$ cat src/rtl/spi_irq_pkg.sv
package spi_irq_pkg;

  localparam int IRQ_LINES    = 2;
  localparam int IRQ_ERR      = 0;
  localparam int IRQ_EVT      = 1;
  localparam int NUM_ERR      = 6;
  localparam int NUM_ERR_MASK = 5;
  localparam int NUM_EVT_EN   = 6;

  localparam int EVT_RXFULL  = 0;
  localparam int EVT_TXEMPTY = 1;
  localparam int EVT_READY   = 4;

  localparam logic [NUM_ERR_MASK-1:0] ERR_MASK_RESET = '1;

  typedef enum logic [2:0] {
    IDX_PENDING = 3'd0,
    IDX_LINE_EN = 3'd1,
    IDX_TEST    = 3'd2,
    IDX_ERR_MSK = 3'd3,
    IDX_ERR_STS = 3'd4,
    IDX_EVT_MSK = 3'd5
  } reg_idx_e;

  // Any unmasked error cause currently recorded in the sticky status.
  function automatic logic err_cause_f(
    input logic [NUM_ERR-1:0]      sts,
    input logic [NUM_ERR_MASK-1:0] msk
  );
    return |(sts[NUM_ERR_MASK-1:0] & msk);
  endfunction

  // Any enabled level condition true in this cycle.
  function automatic logic evt_cause_f(
    input logic [NUM_EVT_EN-1:0] msk,
    input logic                  ready,
    input logic                  tx_empty,
    input logic                  rx_full
  );
    return (msk[EVT_READY] & ready) |
           (msk[EVT_TXEMPTY] & tx_empty) |
           (msk[EVT_RXFULL] & rx_full);
  endfunction

  // Latch condition for one pending bit.
  function automatic logic fire_f(
    input logic line_en,
    input logic pending,
    input logic test,
    input logic cause
  );
    return line_en & ~pending & (test | cause);
  endfunction

  // Write-1-to-clear update in which a new set wins over a clear.
  function automatic logic [7:0] w1c_next_f(
    input logic [7:0] cur,
    input logic [7:0] set,
    input logic [7:0] clr
  );
    return (cur & ~clr) | set;
  endfunction

endpackage

$ cat src/rtl/spi_irq_w1c.sv
module spi_irq_w1c #(
  parameter int WIDTH = 2
) (
  input  logic             clk_i,
  input  logic             rst_ni,
  input  logic [WIDTH-1:0] set_i,
  input  logic [WIDTH-1:0] clr_i,
  output logic [WIDTH-1:0] q_o
);
  import spi_irq_pkg::*;

  localparam int PAD = 8 - WIDTH;

  logic [7:0] nxt;

  always_comb begin
    nxt = w1c_next_f({{PAD{1'b0}}, q_o}, {{PAD{1'b0}}, set_i}, {{PAD{1'b0}}, clr_i});
  end

  always_ff @(posedge clk_i or negedge rst_ni) begin
    if (!rst_ni) q_o <= '0;
    else         q_o <= nxt[WIDTH-1:0];
  end

endmodule

$ cat src/rtl/spi_irq_cfg.sv
module spi_irq_cfg #(
  parameter int ADDR_W = 3,
  parameter int DATA_W = 32
) (
  input  logic                                 clk_i,
  input  logic                                 rst_ni,
  input  logic                                 wr_en_i,
  input  logic [ADDR_W-1:0]                    wr_addr_i,
  input  logic [DATA_W-1:0]                    wr_data_i,
  output logic [spi_irq_pkg::IRQ_LINES-1:0]    line_en_o,
  output logic [spi_irq_pkg::NUM_ERR_MASK-1:0] err_msk_o,
  output logic [spi_irq_pkg::NUM_EVT_EN-1:0]   evt_msk_o,
  output logic [spi_irq_pkg::IRQ_LINES-1:0]    test_pulse_o,
  output logic [spi_irq_pkg::IRQ_LINES-1:0]    pend_clr_o,
  output logic [spi_irq_pkg::NUM_ERR-1:0]      sts_clr_o
);
  import spi_irq_pkg::*;

  logic sel_pending, sel_line_en, sel_test, sel_err_msk, sel_err_sts, sel_evt_msk;

  always_comb begin
    sel_pending = wr_en_i && (wr_addr_i == ADDR_W'(IDX_PENDING));
    sel_line_en = wr_en_i && (wr_addr_i == ADDR_W'(IDX_LINE_EN));
    sel_test    = wr_en_i && (wr_addr_i == ADDR_W'(IDX_TEST));
    sel_err_msk = wr_en_i && (wr_addr_i == ADDR_W'(IDX_ERR_MSK));
    sel_err_sts = wr_en_i && (wr_addr_i == ADDR_W'(IDX_ERR_STS));
    sel_evt_msk = wr_en_i && (wr_addr_i == ADDR_W'(IDX_EVT_MSK));
  end

  // Strobes that act for one cycle only and are never stored.
  assign test_pulse_o = sel_test    ? wr_data_i[IRQ_LINES-1:0] : '0;
  assign pend_clr_o   = sel_pending ? wr_data_i[IRQ_LINES-1:0] : '0;
  assign sts_clr_o    = sel_err_sts ? wr_data_i[NUM_ERR-1:0]   : '0;

  always_ff @(posedge clk_i or negedge rst_ni) begin
    if (!rst_ni) begin
      line_en_o <= '0;
      err_msk_o <= ERR_MASK_RESET;
      evt_msk_o <= '0;
    end else begin
      if (sel_line_en) line_en_o <= wr_data_i[IRQ_LINES-1:0];
      if (sel_err_msk) err_msk_o <= wr_data_i[NUM_ERR_MASK-1:0];
      if (sel_evt_msk) evt_msk_o <= wr_data_i[NUM_EVT_EN-1:0];
    end
  end

endmodule

$ cat src/rtl/spi_irq_cause.sv
module spi_irq_cause (
  input  logic [spi_irq_pkg::IRQ_LINES-1:0]    line_en_i,
  input  logic [spi_irq_pkg::IRQ_LINES-1:0]    pending_i,
  input  logic [spi_irq_pkg::IRQ_LINES-1:0]    test_i,
  input  logic [spi_irq_pkg::NUM_ERR-1:0]      err_sts_i,
  input  logic [spi_irq_pkg::NUM_ERR_MASK-1:0] err_msk_i,
  input  logic [spi_irq_pkg::NUM_EVT_EN-1:0]   evt_msk_i,
  input  logic                                 ready_i,
  input  logic                                 tx_empty_i,
  input  logic                                 rx_full_i,
  output logic [spi_irq_pkg::IRQ_LINES-1:0]    fire_o
);
  import spi_irq_pkg::*;

  for (genvar g = 0; g < IRQ_LINES; g++) begin : g_line
    logic line_cause;
    if (g == IRQ_ERR) begin : g_err
      assign line_cause = err_cause_f(err_sts_i, err_msk_i);
    end else begin : g_evt
      assign line_cause = evt_cause_f(evt_msk_i, ready_i, tx_empty_i, rx_full_i);
    end
    assign fire_o[g] = fire_f(line_en_i[g], pending_i[g], test_i[g], line_cause);
  end

endmodule

$ cat src/rtl/spi_irq_rdmux.sv
module spi_irq_rdmux #(
  parameter int ADDR_W = 3,
  parameter int DATA_W = 32
) (
  input  logic [ADDR_W-1:0]                    rd_addr_i,
  input  logic [spi_irq_pkg::IRQ_LINES-1:0]    pending_i,
  input  logic [spi_irq_pkg::IRQ_LINES-1:0]    line_en_i,
  input  logic [spi_irq_pkg::NUM_ERR_MASK-1:0] err_msk_i,
  input  logic [spi_irq_pkg::NUM_ERR-1:0]      err_sts_i,
  input  logic [spi_irq_pkg::NUM_EVT_EN-1:0]   evt_msk_i,
  output logic [DATA_W-1:0]                    rd_data_o
);
  import spi_irq_pkg::*;

  always_comb begin
    rd_data_o = '0;
    case (rd_addr_i)
      ADDR_W'(IDX_PENDING): rd_data_o = DATA_W'(pending_i);
      ADDR_W'(IDX_LINE_EN): rd_data_o = DATA_W'(line_en_i);
      ADDR_W'(IDX_ERR_MSK): rd_data_o = DATA_W'(err_msk_i);
      ADDR_W'(IDX_ERR_STS): rd_data_o = DATA_W'(err_sts_i);
      ADDR_W'(IDX_EVT_MSK): rd_data_o = DATA_W'(evt_msk_i);
      default:              rd_data_o = '0;
    endcase
  end

endmodule

$ cat src/rtl/spi_irq_agg.sv
module spi_irq_agg #(
  parameter int ADDR_W = 3,
  parameter int DATA_W = 32
) (
  input  logic                             clk_i,
  input  logic                             rst_ni,
  input  logic                             wr_en_i,
  input  logic [ADDR_W-1:0]                wr_addr_i,
  input  logic [DATA_W-1:0]                wr_data_i,
  input  logic [ADDR_W-1:0]                rd_addr_i,
  output logic [DATA_W-1:0]                rd_data_o,
  input  logic [spi_irq_pkg::NUM_ERR-1:0]  err_pulse_i,
  input  logic                             ready_i,
  input  logic                             tx_empty_i,
  input  logic                             rx_full_i,
  output logic                             irq_err_o,
  output logic                             irq_evt_o
);
  import spi_irq_pkg::*;

  // Named internal events, visible to the bound checker.
  logic [IRQ_LINES-1:0]    line_en;
  logic [NUM_ERR_MASK-1:0] err_msk;
  logic [NUM_EVT_EN-1:0]   evt_msk;
  logic [IRQ_LINES-1:0]    test_pulse;
  logic [IRQ_LINES-1:0]    pend_clr;
  logic [NUM_ERR-1:0]      sts_clr;
  logic [NUM_ERR-1:0]      err_sts;
  logic [IRQ_LINES-1:0]    pending;
  logic [IRQ_LINES-1:0]    fire;

  spi_irq_cfg #(.ADDR_W(ADDR_W), .DATA_W(DATA_W)) u_cfg (
    .clk_i        (clk_i),
    .rst_ni       (rst_ni),
    .wr_en_i      (wr_en_i),
    .wr_addr_i    (wr_addr_i),
    .wr_data_i    (wr_data_i),
    .line_en_o    (line_en),
    .err_msk_o    (err_msk),
    .evt_msk_o    (evt_msk),
    .test_pulse_o (test_pulse),
    .pend_clr_o   (pend_clr),
    .sts_clr_o    (sts_clr)
  );

  spi_irq_w1c #(.WIDTH(NUM_ERR)) u_err_sts (
    .clk_i  (clk_i),
    .rst_ni (rst_ni),
    .set_i  (err_pulse_i),
    .clr_i  (sts_clr),
    .q_o    (err_sts)
  );

  spi_irq_cause u_cause (
    .line_en_i  (line_en),
    .pending_i  (pending),
    .test_i     (test_pulse),
    .err_sts_i  (err_sts),
    .err_msk_i  (err_msk),
    .evt_msk_i  (evt_msk),
    .ready_i    (ready_i),
    .tx_empty_i (tx_empty_i),
    .rx_full_i  (rx_full_i),
    .fire_o     (fire)
  );

  spi_irq_w1c #(.WIDTH(IRQ_LINES)) u_pending (
    .clk_i  (clk_i),
    .rst_ni (rst_ni),
    .set_i  (fire),
    .clr_i  (pend_clr),
    .q_o    (pending)
  );

  spi_irq_rdmux #(.ADDR_W(ADDR_W), .DATA_W(DATA_W)) u_rdmux (
    .rd_addr_i (rd_addr_i),
    .pending_i (pending),
    .line_en_i (line_en),
    .err_msk_i (err_msk),
    .err_sts_i (err_sts),
    .evt_msk_i (evt_msk),
    .rd_data_o (rd_data_o)
  );

  assign irq_err_o = pending[IRQ_ERR] & line_en[IRQ_ERR];
  assign irq_evt_o = pending[IRQ_EVT] & line_en[IRQ_EVT];

endmodule

$ cat config.mk
export PLATFORM = sky130hd
export DESIGN_NAME = spi_irq_agg
export DESIGN_NICKNAME = d
export VERILOG_FILES = /design/src/rtl/spi_irq_pkg.sv /design/src/rtl/spi_irq_w1c.sv /design/src/rtl/spi_irq_cfg.sv /design/src/rtl/spi_irq_cause.sv /design/src/rtl/spi_irq_rdmux.sv /design/src/rtl/spi_irq_agg.sv
export SDC_FILE = /design/constraint.sdc
export NUM_CORES = 1
export LEC_CHECK = 0
export ABC_CLOCK_PERIOD_IN_PS = 1000
export BUFFER_PORTS_ARGS = -buffer_cell sky130_fd_sc_hd__buf_2
export CORE_MARGIN = 5
export CORE_UTILIZATION = 35
export CTS_BUF_LIST = sky130_fd_sc_hd__clkbuf_4
export CTS_CLUSTER_SIZE = 20
export DETAILED_ROUTE_END_ITERATION = 7
export HOLD_SLACK_MARGIN = 0.03
export PLACE_DENSITY = 0.74
export SLEW_MARGIN = 20
export SYNTH_ARGS = -nofsm -noshare
export SYNTH_HDL_FRONTEND = slang
export SYNTH_HIERARCHICAL = 1
export SYNTH_SLANG_ARGS = --single-unit
$ cat constraint.sdc
create_clock -name clk_i -period 1 [get_ports clk_i]
set_clock_uncertainty 0.05 [all_clocks]
set_input_delay 0.2 -clock clk_i [delete_from_list [all_inputs] [get_ports clk_i]]
set_output_delay 0.2 -clock clk_i [all_outputs]
set_load 0.02 [all_outputs]
==> metrics.yaml <==
clock_network:
  clk_path_buf_depth: 2
  clk_pin_slew_worst_paths_ns: 0.11
  numCtsBuffers: 3
  cts_tree: "yes"
  clkLatencyLatePin_ns: 0.30
  cts_root_buffer: "clkbuf_4"
  h-tree-depth: 1
  cts_num_sinks: 21
timing:
  setup_viol: 14
  slew_violations: 0
  finalCritPeriodShare_pct: 154
  grt_setup_unrepaired: "yes"
  layout_setup_ws_ns: -0.539
  period_minus_slack_ns: 1.54
  hold_viol_final: 0
  final.setup.tns_ns: -3.97
  fmax_mhz: 650
yosys:
  synth_cell_types: 24
  synth_seq_cells: 21
  synth-compound-area-share_pct: 13.7
  synth_edf_count: 0
  seq_area_frac_synth_pct: 39.5
  synthXorXnorAreaFrac_pct: 0
  synthTopCellsByCount: "buf_4, dfrtp_1, mux2_2, and2_1, inv_1"
  synth_most_common_cell: "buf_4"
  async_flop_share_pct: 100
  synth_top_area_share_pct: 29.7
  synth_top_family_by_area: "buffers and inverters"
  yosysWarnings: 6
  synthSimpleGateAreaFrac_pct: 13.4
  muxShareOfSynthArea_pct: 15.3
  ys.flop_type: "dfrtp_1"
  ys_top_cells_by_area: "dfrtp_1, buf_4, mux2_2, dfstp_2, and2_1"
  synthAdderAreaFrac_pct: 0
  synth_area_leader_cell: "dfrtp_1"
  syn_inst: 127
  postSynthAreaPerCell_sq_um: 10.6
  syn-cell-area_sq_um: 1350
setup_path:
  critPathMaxStageDelay_ns: 0.40
  worstPathArrival_ns: 1.29
  crit_type: "reg -> out"
  crit_buf_inv: 1
  crit_chain: "mux2i_1, a211o_1, o21ai_2, buf_6"
  critPathMaxFanout: 2
  worstPathRequired_ns: 0.75
  regToRegSetupSlack_ns: -0.19
  startpoint_type: "register"
  crit_path_end_kind: "output pin"
  cp_top_family: "flip-flops"
  cpMaxStageDelayCell: "dfrtp_1"
worst_hold_path:
  hp-class: "in -> reg"
cells_and_area:
  final_core_util_pct: 53.6
  drive_gt1_share_pct: 53.3
  final_cell_area_sq_um: 1980
  syn_to_final_growth_pct: 46.6
  antenna_cells: 0
  nNetsFinal: 248
run:
  cap_violations: 0
detailed_routing:
  dr_total_vias: 1123
  wl_microns: 3440
  drc: 0
  drt-wirelength-per-cell_microns: 14.0
  vias_per_cell: 4.58
  drt_iter0_drc: 27
  antenna_left: 0
  dr.pass1.iters: 4
global_routing:
  grt_max_degree: 22
  grt_usage_pct: 13.3
  grt_pass1_wl_microns: 5390
  grt_pass1_vias: 1115
  gr-total-overflow: 0
  antenna_found_initial: 0
place:
  pre_cts_slack_ns: -0.345
  dpl_cell_area_sq_um: 1670
  io_buffers: 31
  hpwl_microns: 2570
  place_congestion: 0.787
floorplanning:
  die_h_microns: 72.1
  die_w_microns: 72.1
  core_region_area_sq_um: 3690
  initial_core_util_pct: 36.5
  die_area_sq_um: 5190
  fp-row-count: 22
  io_pins: 84
outcome:
  status: "finished, violations left"
  violations: "setup timing"
power_and_ir_drop:
  p_per_area_nw_per_um2: 1430
  p_leak_uw: 0.000915
  irDropWorstVdd_v: 0.00101
==> what timing repair did <==
item	in CTS	in global routing
hold buffers	7	0
setup endpoints to repair	10	11
gates cloned	0	0
setup buffers	6	8
endpoints found under the hold margin	22	0
pin swaps	5	2
resized for setup	31	6
==> per-layer routing <==
layer	global-route usage (%)	wire length [microns]
met5	0	0
met4	4.38	46
met3	2.49	301
met2	23.6	1700
met1	16.0	1400
==> path summary, 6_finish.rpt <==
kind                               startpoint                 end  cells after the start
hold / removal                   wr_data_i[5]  u_cfg/evt_msk_o[5]                      2
setup / recovery             u_err_sts/q_o[0]        rd_data_o[0]                      4
setup reg to reg           u_cfg/err_msk_o[2]    u_pending/q_o[0]                      4
max in group asynchronous              rst_ni  u_cfg/err_msk_o[1]                      2
hold reg to reg              u_err_sts/q_o[5]    u_err_sts/q_o[5]                      1
min in group asynchronous              rst_ni    u_err_sts/q_o[0]                      2
==> state kept, by name, indices dropped and copies added, names as in the netlist <==
register,count
u_cfg/err_msk_o,5
u_err_sts/q_o,6
u_cfg/line_en_o,2
u_pending/q_o,2
u_cfg/evt_msk_o,6
==> cells in the final DEF, fill, tap and decap left out, types with 2 or more instances in the layout <==
master          n
a211o_1         2
a21o_1          8
a21oi_1         2
a21oi_2         3
a22oi_1         3
a22oi_2         2
and2_1         10
and2_4          3
and4bb_2        3
buf_2          24
buf_4          21
buf_6          16
clkbuf_4        4
conb_1         26
dfrtp_1        16
dfstp_2         5
dlygate4sd3_1   7
inv_1           9
mux2_2         12
mux2i_1         3
mux2i_2         3
nor2_1          2
o2bb2ai_4       3
==> through the flow <==
step / hold WS, ns / total power, uW / instances
after floorplan: -0.146 / 1750 / 152
after global placement: 0.127 / 2010 / 223
after detailed placement: 0.130 / 2040 / 223
after CTS: 0.0867 / 2760 / 240
after global routing: 0.0878 / 2990 / 245
final: 0.0922 / 2820 / 245
==> power breakdown <==
part	leakage [uW]	switching (uW)	total, uW	internal [uW]
sequential	0.000223	147	1190	1040
clock	0.0000184	247	429	183
combinational	0.000674	521	1200	680
==> kinds of logic (layout without fill, tap and decap cells) <==
kind of cell           after synthesis  count (layout)
muxes                               19              19
other                                1              26
AOI/OAI and AO/OA                   26              26
DFF                                 21              21
buffers and inverters               36              81
and+or+nand+nor                     24              24
==> final cells by class <==
class	count	area [sq um]
fillers	321	1710
multi-input cells	95	792
flip-flops and latches	21	532
repair buffers	68	528
well taps	48	60.1
inverters	9	33.8
clock buffers	4	30.0
==> worst register-to-register path, delay by kind of cell (launching register included) <==
| kind | cells | cell delay [ns] |
|---|---|---|
| compound gates | 3 | 0.40 |
| buf+inv | 1 | 0.11 |
| flops | 1 | 0.58 |
Note: power is estimated with default switching activity, not from simulation.
